## config.mk

```make
export PLATFORM = sky130hd
export DESIGN_NAME = xbus_bridge
export DESIGN_NICKNAME = d
export VERILOG_FILES = /design/src/rtl/xb_pkg.sv /design/src/rtl/xb_window_cmp.sv /design/src/rtl/xb_bcast_ctl.sv /design/src/rtl/xb_cycle_gen.sv /design/src/rtl/xbus_bridge.sv
export SDC_FILE = /design/constraint.sdc
export NUM_CORES = 1
export LEC_CHECK = 0
export ABC_CLOCK_PERIOD_IN_PS = 8160
export BUFFER_PORTS_ARGS = -buffer_cell sky130_fd_sc_hd__buf_2
export CORE_UTILIZATION = 40
export CTS_BUF_LIST = sky130_fd_sc_hd__clkbuf_16
export CTS_CLUSTER_SIZE = 30
export DETAILED_ROUTE_END_ITERATION = 10
export PLACE_DENSITY = 0.73
export RECOVER_POWER = 100
export SLEW_MARGIN = 5
export SYNTH_ARGS = -nofsm -noshare
export SYNTH_HDL_FRONTEND = slang
export SYNTH_SLANG_ARGS = --single-unit
```

## constraint.sdc

```tcl
create_clock -name clk_i -period 8.16 [get_ports clk_i]
set_input_delay 2.448 -clock clk_i [delete_from_list [all_inputs] [get_ports clk_i]]
set_output_delay 2.448 -clock clk_i [all_outputs]
set_load 0.01 [all_outputs]
```

## src/rtl/xb_pkg.sv

```systemverilog
package xb_pkg;
  localparam logic [1:0] MODE_BRIDGE = 2'b10;
  typedef enum logic [1:0] {OP_NONE = 2'd0, OP_RD = 2'd1, OP_WR = 2'd2} xb_op_e;
endpackage

```

## src/rtl/xb_window_cmp.sv

```systemverilog
module xb_window_cmp #(
  parameter int ADDR_W = 10,
  parameter int XA_W   = 3,
  localparam int BASE_W = ADDR_W - XA_W
) (
  input  logic [ADDR_W-1:0] sa_i,
  input  logic [BASE_W-1:0] ea_i,
  input  logic              wide_i,
  output logic              match_o
);
  logic [BASE_W-1:0] mask;
  logic [BASE_W-1:0] diff;

  // wide mode drops the lowest base bit from the compare
  always_comb begin
    mask    = '1;
    mask[0] = ~wide_i;
    diff    = sa_i[ADDR_W-1:XA_W] ^ ea_i;
    match_o = ((diff & mask) == '0);
  end
endmodule

```

## src/rtl/xb_bcast_ctl.sv

```systemverilog
module xb_bcast_ctl #(
  parameter int BCAST_CYC = 4,
  localparam int CNT_W = $clog2(BCAST_CYC + 1)
) (
  input  logic clk_i,
  input  logic rst_ni,
  input  logic load_i,
  output logic busy_o,
  output logic busy_nxt_o
);
  logic [CNT_W-1:0] cnt_q, cnt_d;

  always_comb begin
    if (load_i)              cnt_d = CNT_W'(BCAST_CYC);
    else if (cnt_q != '0)    cnt_d = cnt_q - CNT_W'(1);
    else                     cnt_d = '0;
  end

  always_ff @(posedge clk_i or negedge rst_ni) begin
    if (!rst_ni) cnt_q <= '0;
    else         cnt_q <= cnt_d;
  end

  assign busy_o     = (cnt_q != '0);
  assign busy_nxt_o = (cnt_d != '0);

  a_r2_bcast_len: assert property (@(posedge clk_i) disable iff (!rst_ni)
    (load_i |=> busy_o));
  a_r2_cnt_bound: assert property (@(posedge clk_i) disable iff (!rst_ni)
    (cnt_q <= CNT_W'(BCAST_CYC)));
endmodule

```

## src/rtl/xb_cycle_gen.sv

```systemverilog
module xb_cycle_gen
  import xb_pkg::*;
#(
  parameter int DATA_W = 8,
  parameter int XA_W   = 3
) (
  input  logic              clk_i,
  input  logic              rst_ni,
  input  logic              hit_i,
  input  logic              block_i,
  input  logic              ior_ni,
  input  logic              iow_ni,
  input  logic [XA_W-1:0]   sa_lo_i,
  input  logic [DATA_W-1:0] sd_i,
  output logic              rd_o,
  output logic              wr_o,
  output logic [XA_W-1:0]   xa_o,
  output logic [DATA_W-1:0] wdata_o
);
  xb_op_e op;

  always_comb begin
    op = OP_NONE;
    if (hit_i && !block_i) begin
      if (!ior_ni && iow_ni)      op = OP_RD;
      else if (!iow_ni && ior_ni) op = OP_WR;
    end
  end

  always_ff @(posedge clk_i or negedge rst_ni) begin
    if (!rst_ni) begin
      rd_o    <= 1'b0;
      wr_o    <= 1'b0;
      xa_o    <= '0;
      wdata_o <= '0;
    end else begin
      rd_o <= (op == OP_RD);
      wr_o <= (op == OP_WR);
      if (op != OP_NONE) xa_o <= sa_lo_i;
      if (op == OP_WR)   wdata_o <= sd_i;
    end
  end

  a_r12_op_excl: assert property (@(posedge clk_i) disable iff (!rst_ni)
    !(rd_o && wr_o));
  a_r7_xa_hold: assert property (@(posedge clk_i) disable iff (!rst_ni)
    (!hit_i |=> $stable(xa_o)));
endmodule

```

## src/rtl/xbus_bridge.sv

```systemverilog
module xbus_bridge
  import xb_pkg::*;
#(
  parameter int ADDR_W    = 10,
  parameter int DATA_W    = 8,
  parameter int XA_W      = 3,
  parameter int BCAST_CYC = 4,
  localparam int BASE_W   = ADDR_W - XA_W
) (
  input  logic              clk_i,
  input  logic              rst_ni,
  input  logic              bridge_dis_i,
  input  logic [1:0]        mode_fld_i,
  input  logic              win_wide_i,
  input  logic              base_wr_i,
  input  logic [ADDR_W-1:0] sa_i,
  input  logic [DATA_W-1:0] sd_i,
  output logic [DATA_W-1:0] sd_o,
  output logic              sd_oe_o,
  input  logic              ior_ni,
  input  logic              iow_ni,
  input  logic              aen_i,
  input  logic              dack_ni,
  input  logic              tc_i,
  output logic              drq_o,
  output logic              irq7_o,
  output logic              xrd_no,
  output logic              xwr_no,
  output logic [XA_W-1:0]   xa_o,
  input  logic [DATA_W-1:0] xd_i,
  output logic [DATA_W-1:0] xd_o,
  output logic              xd_oe_o,
  input  logic              xdrq_i,
  input  logic              xirq_i,
  output logic              xdack_no,
  output logic              xtc_o
);
  logic              active, load, match, hit;
  logic              vld_q;
  logic [DATA_W-1:0] base_q;
  logic [BASE_W-1:0] ea;
  logic              bc_busy, bc_busy_nxt;
  logic              rd_q, wr_q;
  logic [DATA_W-1:0] wdata_q;

  assign active = !bridge_dis_i && (mode_fld_i == MODE_BRIDGE);
  assign load   = active && base_wr_i;
  assign ea     = base_q[DATA_W-1 -: BASE_W];

  always_ff @(posedge clk_i or negedge rst_ni) begin
    if (!rst_ni) begin
      base_q <= '0;
      vld_q  <= 1'b0;
    end else if (load) begin
      base_q <= sd_i;
      vld_q  <= 1'b1;
    end
  end

  xb_window_cmp #(.ADDR_W(ADDR_W), .XA_W(XA_W)) i_cmp (
    .sa_i   (sa_i),
    .ea_i   (ea),
    .wide_i (win_wide_i),
    .match_o(match)
  );

  assign hit = active && vld_q && !aen_i && match;

  xb_bcast_ctl #(.BCAST_CYC(BCAST_CYC)) i_bcast (
    .clk_i     (clk_i),
    .rst_ni    (rst_ni),
    .load_i    (load),
    .busy_o    (bc_busy),
    .busy_nxt_o(bc_busy_nxt)
  );

  xb_cycle_gen #(.DATA_W(DATA_W), .XA_W(XA_W)) i_cyc (
    .clk_i  (clk_i),
    .rst_ni (rst_ni),
    .hit_i  (hit),
    .block_i(bc_busy_nxt),
    .ior_ni (ior_ni),
    .iow_ni (iow_ni),
    .sa_lo_i(sa_i[XA_W-1:0]),
    .sd_i   (sd_i),
    .rd_o   (rd_q),
    .wr_o   (wr_q),
    .xa_o   (xa_o),
    .wdata_o(wdata_q)
  );

  assign xrd_no  = !(bc_busy || rd_q);
  assign xwr_no  = !(bc_busy || wr_q);
  assign xd_oe_o = bc_busy || wr_q;
  assign xd_o    = bc_busy ? base_q : wdata_q;
  assign sd_oe_o = rd_q;
  assign sd_o    = xd_i;

  assign irq7_o   = active && xirq_i;
  assign drq_o    = active && xdrq_i;
  assign xtc_o    = active && tc_i;
  assign xdack_no = active ? dack_ni : 1'b1;

  a_r2_bcast_out: assert property (@(posedge clk_i) disable iff (!rst_ni)
    (load |=> (!xrd_no && !xwr_no && xd_oe_o && xd_o == $past(sd_i))));
  a_r8_aen_quiet: assert property (@(posedge clk_i) disable iff (!rst_ni)
    ((aen_i && !bc_busy_nxt) |=> (xrd_no && xwr_no)));
  a_r9_idle_no_base: assert property (@(posedge clk_i) disable iff (!rst_ni)
    (!vld_q |-> (xrd_no && xwr_no)));
  a_r5_host_drive: assert property (@(posedge clk_i) disable iff (!rst_ni)
    (sd_oe_o |-> (!xrd_no && xwr_no && !xd_oe_o)));
  a_r1_no_load_idle: assert property (@(posedge clk_i) disable iff (!rst_ni)
    ((!active && !bc_busy_nxt) |=> $stable(base_q)));
endmodule

```

After elaboration in Yosys (flattened, before gate mapping)
Index checks and enable logic that the tools add are counted.
Widths: inputs -> output; s select.
- output and inout port bits: 27
- word-level logic and storage cells: 45
- input port bits: 40
- register bits after elaboration: 25
- mux-type cells: 7
- eq/ne operators: 3
- reductions and logical operators: 24
- add/sub/neg operators: 1
- bitwise logic cells: 3
- operator list (cell ; count):
    $logic_and 1x1->1 ; 11
    $mux 8 ; 1
    $and 7x7->7 ; 1
    $logic_not 1->1 ; 7
    $logic_not 7->1 ; 1
    $xor 7x7->7 ; 1
    $mux 2 ; 3
    $mux 3 ; 2
    $reduce_bool 3->1 ; 2
    $eq 2x2->1 const B ; 2
    $sub 3x1->3 const B ; 1
    $eq 2x1->1 const B ; 1
    $logic_or 1x1->1 ; 2
    $reduce_bool 2->1 ; 1
    $mux 1 ; 1
    $not 1->1 ; 1

Logic depth before layout (Yosys ltp)
Gate-level depths: netlist of run 1.
- word-level depth: 9
- depth in mapped cells: 9
- mapped depth without buffers: 8

Hierarchy
Synthesis of run 1 repeated with hierarchy kept, for this count alone.
- cell total of the unflattened synthesis: 98
- area total of the unflattened synthesis: 1360.1 um^2
- modules (own cells, without submodules) (module ; area each (um^2) ; cells each ; sequential area each (um^2) ; times used):
    xbus_bridge ; 586.8 ; 46 ; 225.2 ; 1
    xb_cycle_gen ; 564.3 ; 30 ; 325.3 ; 1
    xb_bcast_ctl ; 131.4 ; 12 ; 75.1 ; 1
    xb_window_cmp ; 77.6 ; 10 ; 0.0 ; 1

Worst setup path after synthesis of run 1
OpenSTA, ideal clock, no wires.
- path type: input -> output
- start point: in bridge_dis_i
- end point: out drq_o
- buffers on the path: 0
- setup slack: 2.686 ns
- arrival: 3.026 ns
- required time: 5.712 ns
- stages: 2
- path through: nor3b_1 > and2_1
- word-level cells in the longest chain between the ends: 3
- ends and longest elaborated chain (what ; RTL line ; RTL):
    start, declared ; xbus_bridge.sv:12 ; input logic bridge_dis_i,
    $logic_not 1->1 ; xbus_bridge.sv:46 ; assign active = !bridge_dis_i && (mode_fld_i == MODE_BRIDGE);
    $logic_and 1x1->1 ; xbus_bridge.sv:46 ;
    $logic_and 1x1->1 ; xbus_bridge.sv:100 ; assign drq_o = active && xdrq_i;
    end, declared ; xbus_bridge.sv:25 ; output logic drq_o,
No other way between the ends.

Worst setup path after layout of run 1
Same ends and word-level chain as after synthesis.

==> results of run 1 <==
==> registers in the layout, summed over array words and instances (netlist names) <==
register	cells
vld_q	1
i_cyc.wr_o	1
i_cyc.wdata_o	8
i_cyc.rd_o	1
base_q	8
i_bcast.cnt_q	3
i_cyc.xa_o	3
==> worst paths after layout <==
kind / startpoint / endpoint / slack, ps / depth (start not counted)
min: vld_q$_DFFE_PN0P_ / vld_q$_DFFE_PN0P_ / 460 / 1
max in group asynchronous: rst_ni / base_q[4]$_DFFE_PN0P_ / 4950 / 1
max reg2reg: i_bcast.cnt_q[0]$_DFF_PN0_ / i_cyc.wdata_o[1]$_DFFE_PN0N_ / 4770 / 7
min reg2reg: vld_q$_DFFE_PN0P_ / vld_q$_DFFE_PN0P_ / 460 / 1
min in group asynchronous: rst_ni / base_q[2]$_DFFE_PN0P_ / 2450 / 1
max: bridge_dis_i / drq_o / 2370 / 4
==> power by group <==
group,internal (µW),total (µW),switching [µW]
logic,51.3,107,55.3
registers,137,148,10.8
clock network,66.0,108,41.7
total,254,362,108
==> critical path, cell delays in order <==
cell     delay (ps)
buf_2           100
nor3b_1         470
and2_0          200
buf_2           130
==> layout make-up <==
type / count / area share (%)
multi-input cells: 70 / 36.8
clock buffers: 3 / 4.74
repair buffers: 50 / 14.5
clock inverters: 1 / 0.316
inverters: 3 / 0.711
well taps: 44 / 3.48
flip-flops and latches: 25 / 39.5
==> metrics by stage <==
step,cells,worst slack [ps],cell area (µm²),power (µW),hold WS [ps]
after floorplan,109,2690,1330,225,430
after global placement,192,2470,1560,260,442
after detailed placement,192,2320,1560,263,447
after CTS,196,2340,1640,373,461
after global routing,196,2240,1580,382,468
final,196,2370,1580,362,457
==> metal layers <==
metal / part of all wire [%] / wire length, µm / global-route usage, % / vias up
met5: 0 / 0 / 0 / -
met4: 1.8 / 47 / 9.30 / 0
met3: 7.1 / 185 / 2.18 / 5
met2: 49 / 1290 / 29.1 / 42
met1: 42 / 1090 / 18.0 / 458
li1: - / - / - / 450
==> Yosys cell counts (2+ instances only) <==
master,n,area share [%]
buf_4,8,4.5
nor3_1,2,0.75
mux2_2,19,16
inv_1,3,0.85
nor2_1,3,0.85
nor4_1,2,0.94
dfrtp_1,25,47
and2_1,4,1.9
nand3_1,2,0.75
ha_1,2,1.9
xnor2_1,4,2.6
or4_1,2,1.1
nand2b_1,7,3.3
nand2_1,3,0.85
clkbuf_1,2,0.57
nor2b_1,5,2.4
mux2_4,8,9.0
==> kinds of logic (layout without fill, tap and decap cells) <==
family,after synthesis,after routing,share of synthesized area (%)
mux,27,27,25.1
xor+xnor,4,4,2.64
buf+inv,14,57,6.78
fa+ha+maj,2,2,1.88
simple gates,35,35,15.4
flops,25,25,47.1
compound gates,2,2,1.04
==> flow_summary_export.csv, run 1 <==
group,metric,value,unit
run_status,outcome,"finished clean",
layout,syn_to_final_growth,19.2,%
timing,clock_skew,1.56,ps
grt,grt_pass1_vias,957,
clock_network,post-cts-setup-buffers,0,
timing,setup_violations,0,
detailed_routing,ant_nets,0,
detailed_routing,drt_iter0_drc,13,
layout,final_nets,195,
detailed_routing,first_pass_iters,4,
synth,synth_area_per_cell,12.2,µm²
run,drv_cap,0,
floorplan,die_w,59.6,µm
floorplan,pin_count,67,
synth,synth_edf_count,0,
worst_hold_path,hold_class,"flop to flop",
detailed_routing,routed_wirelength,2620,µm
clock_network,cts_hold_buf,0,
synth,syn_nets,151,
floorplan,core_area,3100,µm²
detailed_routing,routedWlPerCell,13.4,µm
synth,syn-cell-area,1330,µm²
grt,grt_pass1_wl,4110,µm
timing,slew_headroom,14.6,%
grt,grt_max_degree,26,
clock_network,cts_root_buf,"clkbuf_16",
timing,rsz0062_at_grt,"no",
floorplan,dieHeight,59.6,µm
critical_path,critPathArrivalTime,3340,ps
clock_network,clockBufferDepth,2,
clock_network,h-tree-depth,1,
floorplan,start_util,42.8,%
placement,dp_hpwl,2000,µm
synth,ys_ff_latch,25,
synth,ys_async_sr_fraction,100,%
layout,seqCellArea,626,µm²
critical_path,worstPathRequired,5710,ps
clock_network,clk-insertion-delay-late,260,ps
layout,final_common_cell,"buf_2",
clock_network,path_clk_slew,60,ps
clock_network,clock-sinks,25,
layout,drive_gt1_share,37.5,%
pwr,power.leakage,0.000770,µW
pwr,power_density,229,nW/µm²
timing,period_minus_slack,5790,ps
synth,synth_flop_cell,"dfrtp_1",
grt,grt.overflow.total,0,
layout,fillers,319,
detailed_routing,vias_per_cell,4.87,
grt,grt_usage,16.1,%
timing,finalHoldViolCount,0,
clock_network,cts_tree,"built",
grt,grt_antenna_before_repair,0,
critical_path,path_class,"input pin to output pin",
timing,tns,0,ps
placement,gp_congestion,0.694,
layout,final_cell_mix,"buf_2 (33), dfrtp_1 (25), mux2_2 (19)",
pwr,max-vdd-ir-drop,0.119,mV
placement,portBuffers,50,
critical_path,end_kind,"output pin",
layout,antenna_cells,0,
detailed_routing,drcViolationCount,0,
timing,tightest_slew,1280,ps
synth,seq_area_frac_synth,47.1,%
detailed_routing,vias,955,
synth,syn_inst,109,
synth,synth_cell_types,25,
layout,utilization,51.0,%
timing,post-route-period-util,71.0,%
floorplan,dieArea,3560,µm²
clock_network,cts_made_buffers,3,
clock_network,cts_resized,0,
synth,yosys_warnings,0,
layout,multi_input_area,583,µm²
timing,slew_viol_final,0,
timing,fmax,173,MHz
floorplan,fp-row-count,20,
critical_path,crit_fanout,6,
critical_path,cp-start-kind,"input pin",
No activity file was read; power rests on OpenSTA's default activity.
==> inputs of run 2 (changes only) <==
Settings changed: ABC_CLOCK_PERIOD_IN_PS 8160 to 5900.
Clock period 8.16 ns to 5.9 ns, I/O delays scaled along.
==> flow_summary_export.csv, run 2 (synthesis gave the netlist of run 1 again) <==
group,metric,value,unit
clock_network,clockBufferDepth,2,
layout,drive_gt1_share,36.8,%
floorplan,fp-row-count,20,
grt,top_usage_layer,"met2",
layout,syn_to_final_growth,19.1,%
grt,grt_usage,15.7,%
timing,slew_viol_final,0,
run,drv_cap,0,
detailed_routing,vias,968,
timing,tns,0,ps
floorplan,pin_count,67,
floorplan,dieArea,3560,µm²
clock_network,clock-sinks,25,
layout,final_cell_mix,"buf_2 (33), dfrtp_1 (25), mux2_2 (19)",
detailed_routing,drcViolationCount,0,
grt,met1_usage,19.3,%
critical_path,cp-start-kind,"input pin",
clock_network,cts_resized,0,
layout,reg_top3,"base_q: 8 flops, i_cyc.wdata_o: 8 flops",
critical_path,rrSetupSlack,2420,ps
timing,fmax,225,MHz
grt,grt_antenna_before_repair,0,
placement,dp_cells,192,
grt,grt_pass1_vias,932,
grt,grt_max_degree,26,
timing,tightest_slew,1290,ps
detailed_routing,routedWlPerCell,13.6,µm
critical_path,regToRegEndpoint,"i_cyc.wdata_o[3]$_DFFE_PN0N_",
pwr,power.leakage,0.000774,µW
detailed_routing,ant_nets,0,
clock_network,path_clk_slew,60,ps
critical_path,cp-endpoint,"drq_o",
floorplan,die_w,59.6,µm
critical_path,reg2reg_depth,7,
critical_path,worstPathRequired,4130,ps
floorplan,dieHeight,59.6,µm
placement,gp_congestion,0.700,
timing,slew_headroom,14.2,%
floorplan,start_util,42.8,%
layout,final_common_cell,"buf_2",
detailed_routing,first_pass_iters,4,
layout,antenna_cells,0,
clock_network,cts_made_buffers,3,
pwr,finalPower,498,µW
timing,setup_violations,0,
worst_hold_path,hold_class,"flop to flop",
clock_network,cts_root_buf,"clkbuf_16",
detailed_routing,routed_wirelength,2670,µm
placement,dp_hpwl,2010,µm
clock_network,h-tree-depth,1,
placement,portBuffers,50,
clock_network,cts_tree,"built",
critical_path,crit_fanout,6,
timing,post-route-period-util,75.4,%
critical_path,path_class,"input pin to output pin",
timing,rsz0062_at_grt,"no",
grt,grtUsageMet3,3.06,%
timing,finalHoldViolCount,0,
grt,grtUsageMet2,27.3,%
grt,grt.overflow.total,0,
critical_path,startpoint,"bridge_dis_i",
clock_network,post-cts-setup-buffers,0,
grt,grt_pass1_wl,4100,µm
pwr,max-vdd-ir-drop,0.184,mV
layout,final_nets,195,
timing,clock_skew,1.61,ps
floorplan,core_area,3100,µm²
clock_network,clk-insertion-delay-late,250,ps
detailed_routing,drt_iter0_drc,12,
critical_path,reg2reg_from,"i_bcast.cnt_q[0]$_DFF_PN0_",
layout,utilization,51.0,%
critical_path,critPathArrivalTime,2680,ps
clock_network,cts_hold_buf,0,
run_status,outcome,"finished clean",
critical_path,end_kind,"output pin",
timing,period_minus_slack,4450,ps
pwr,power_density,315,nW/µm²
layout,final_cells,196,
detailed_routing,vias_per_cell,4.94,
[run 2: critical path: stages]
cell,delay (ps)
buf_2,100
nor3b_1,470
and2_0,200
buf_2,130
[run 2: routing by layer]
layer	wire length [µm]	share of wire [%]	vias to the layer above
met3	219	8.2	2
met1	1080	41	472
met4	15	0.56	0
met5	0	0	-
met2	1350	51	42
li1	-	-	452
[run 2: how the worst min path moves through the flow]
| stage | cells after the start | slack [ps] | endpoint | from |
|---|---|---|---|---|
| 6_report | 1 | 460 | vld_q$_DFFE_PN0P_ | vld_q$_DFFE_PN0P_ |
| 2_1_floorplan | 1 | 430 | vld_q$_DFFE_PN0P_ | vld_q$_DFFE_PN0P_ |
| 5_1_grt | 1 | 480 | vld_q$_DFFE_PN0P_ | vld_q$_DFFE_PN0P_ |
| 4_1_cts | 1 | 460 | vld_q$_DFFE_PN0P_ | vld_q$_DFFE_PN0P_ |
| 3_5_place_dp | 1 | 450 | vld_q$_DFFE_PN0P_ | vld_q$_DFFE_PN0P_ |
| 3_3_place_gp | 1 | 440 | vld_q$_DFFE_PN0P_ | vld_q$_DFFE_PN0P_ |
[run 2: power breakdown]
group          switching [µW]  internal [µW]
clock network            54.8           90.4
registers                15.5            189
logic                    77.5           71.0
total                     148            351
[run 2: stage by stage]
stage          cell area (µm²)  setup slack (ps)  hold slack [ps]
3_5_place_dp              1560              1420              450
2_1_floorplan             1330              1780              430
5_1_grt                   1580              1300              476
6_report                  1580              1450              459
3_3_place_gp              1560              1570              442
4_1_cts                   1630              1420              464
[run 2: final cells by class]
cell class / instances / area (µm²)
timing repair buffer: 50 / 229
clock inverter: 1 / 3.75
clock buffer: 3 / 75.1
multi-input combinational: 70 / 583
inverter: 3 / 11.3
tap: 44 / 55.1
sequential: 25 / 626
fill: 303 / 1520
==> inputs of run 3 (changes only) <==
Settings changed: ABC_CLOCK_PERIOD_IN_PS 5900 to 4500.
Clock period 5.9 ns to 4.5 ns, I/O delays scaled along.
==> flow_summary_export.csv, run 3 (synthesis gave the netlist of run 1 again) <==
group,metric,value,unit
grt,grt_antenna_before_repair,0,
detailed_routing,routedWlPerCell,13.1,µm
layout,fillers,311,
layout,seqCellArea,626,µm²
timing,fin_ws,840,ps
layout,final_common_cell,"buf_2",
timing,tightest_slew,1300,ps
detailed_routing,ant_nets,0,
placement,portBuffers,50,
placement,gp_congestion,0.684,
grt,grt_max_degree,26,
critical_path,reg2reg_from,"i_bcast.cnt_q[0]$_DFF_PN0_",
critical_path,crit_family,"simple AND/OR/NAND/NOR gates",
critical_path,regToRegEndpoint,"i_cyc.wdata_o[1]$_DFFE_PN0N_",
clock_network,cts_resized,0,
floorplan,pin_count,67,
clock_network,clk-insertion-delay-late,250,ps
floorplan,core_area,3100,µm²
critical_path,rrSetupSlack,1540,ps
timing,post-route-period-util,81.3,%
critical_path,slowest_delay,520,ps
critical_path,crit_chain,"buf_2 -> nor3b_1 -> and2_0 -> buf_2",
layout,multi_input_area,583,µm²
floorplan,fp-row-count,20,
layout,drive_gt1_share,37.3,%
run_status,outcome,"finished clean",
clock_network,post-cts-setup-buffers,0,
timing,fmax,273,MHz
critical_path,crit_buf_inv,2,
placement,dp_slack,564,ps
grt,grt_usage,15.8,%
critical_path,cp-start-kind,"input pin",
timing,finalHoldViolCount,0,
detailed_routing,first_pass_iters,4,
clock_network,h-tree-depth,1,
timing,whs,472,ps
clock_network,path_clk_slew,60,ps
worst_hold_path,whs_endpoint,"vld_q$_DFFE_PN0P_",
detailed_routing,vias,937,
detailed_routing,drt_iter0_drc,18,
clock_network,cts_tree,"built",
layout,final_nets,196,
critical_path,crit_fanout,6,
floorplan,dieHeight,59.6,µm
run,drv_cap,0,
grt,grt_pass1_wl,4100,µm
timing,tns,0,ps
floorplan,die_w,59.6,µm
critical_path,reg2reg_depth,7,
grt,grt_pass1_vias,947,
clock_network,clockBufferDepth,2,
layout,syn_to_final_growth,19.5,%
critical_path,cpMaxStageDelayCell,"nor3b_1",
clock_network,cts_root_buf,"clkbuf_16",
worst_hold_path,hold_class,"flop to flop",
critical_path,crit_top_cell,"buf_2",
critical_path,worstPathRequired,3150,ps
placement,dp_hpwl,2020,µm
timing,slew_headroom,13.3,%
grt,grtUsageMet2,27.6,%
placement,place_area,1560,µm²
worst_hold_path,min_path_cells,1,
detailed_routing,drcViolationCount,0,
worst_hold_path,hp-start,"vld_q$_DFFE_PN0P_",
pwr,power.leakage,0.000778,µW
floorplan,start_util,42.8,%
layout,fin_area,1590,µm²
floorplan,dieArea,3560,µm²
layout,antenna_cells,0,
detailed_routing,vias_per_cell,4.76,
pwr,max-vdd-ir-drop,0.218,mV
critical_path,path_class,"input pin to output pin",
critical_path,end_kind,"output pin",
clock_network,clock-sinks,25,
critical_path,critPathArrivalTime,2310,ps
clock_network,cts_hold_buf,0,
grt,top_usage_layer,"met2",
layout,reg_top3,"base_q: 8 flops, i_cyc.wdata_o: 8 flops",
clock_network,cts_made_buffers,3,
timing,period_minus_slack,3660,ps
detailed_routing,routed_wirelength,2580,µm
grt,met1_usage,19.2,%
grt,grt.overflow.total,0,
timing,setup_violations,0,
timing,clock_skew,1.53,ps
pwr,power_density,411,nW/µm²
timing,rsz0062_at_grt,"no",
layout,final_cell_mix,"buf_2 (34), dfrtp_1 (25), mux2_2 (19)",
grt,grtUsageMet3,2.18,%
timing,slew_viol_final,0,
==> run 3: cell types whose count changed in the layout (fill, tap and decap cells not counted) <==
cell and change:
buf_2 +1
==> run 3: worst max-delay path by stage <==
stage                       from                           end  slack [ps]  cells past startpoint
global placement    bridge_dis_i  i_cyc.wdata_o[0]$_DFFE_PN0N_         750                      6
detailed placement  bridge_dis_i  i_cyc.wdata_o[5]$_DFFE_PN0N_         560                      6
floorplan                sa_i[4]  i_cyc.wdata_o[0]$_DFFE_PN0N_        1100                      6
CTS                 bridge_dis_i                        irq7_o         770                      4
finish              bridge_dis_i                        irq7_o         840                      4
global route        bridge_dis_i                        irq7_o         720                      4
==> run 3: stage by stage <==
stage	instances	utilization [%]	power, µW
2_1_floorplan	109	-	407
3_3_place_gp	193	50.4	476
3_5_place_dp	193	50.4	483
4_1_cts	197	52.9	671
5_1_grt	197	51.2	688
6_report	197	51.2	652
==> run 3: worst register-to-register path: stages, from the launching register on <==
cell and delay [ps]:
dfrtp_1 400, nor2_1 140, ha_1 180, nor2_1 50, or4_1 530, or3_1 410, or4_1 730, mux2_1 390
==> run 3: area by class of cell <==
class	instances	area share (%)
Clock buffer	3	4.73
Clock inverter	1	0.236
Inverter	3	0.709
Multi-Input combinational cell	70	36.7
Sequential cell	25	39.4
Tap cell	44	3.47
Timing Repair Buffer	51	14.7
==> run 3: per-layer routing <==
metal / up-vias / part of all wire, %
met1: 439 / 43
met2: 41 / 48
met5: - / 0
li1: 455 / -
met4: 0 / 0.81
met3: 2 / 7.8
==> run 3: report_power, final <==
part,switching [µW],internal [µW],leakage [µW]
clock network,70.2,118,0.0000423
registers,19.1,248,0.000327
logic,102,93.8,0.000409
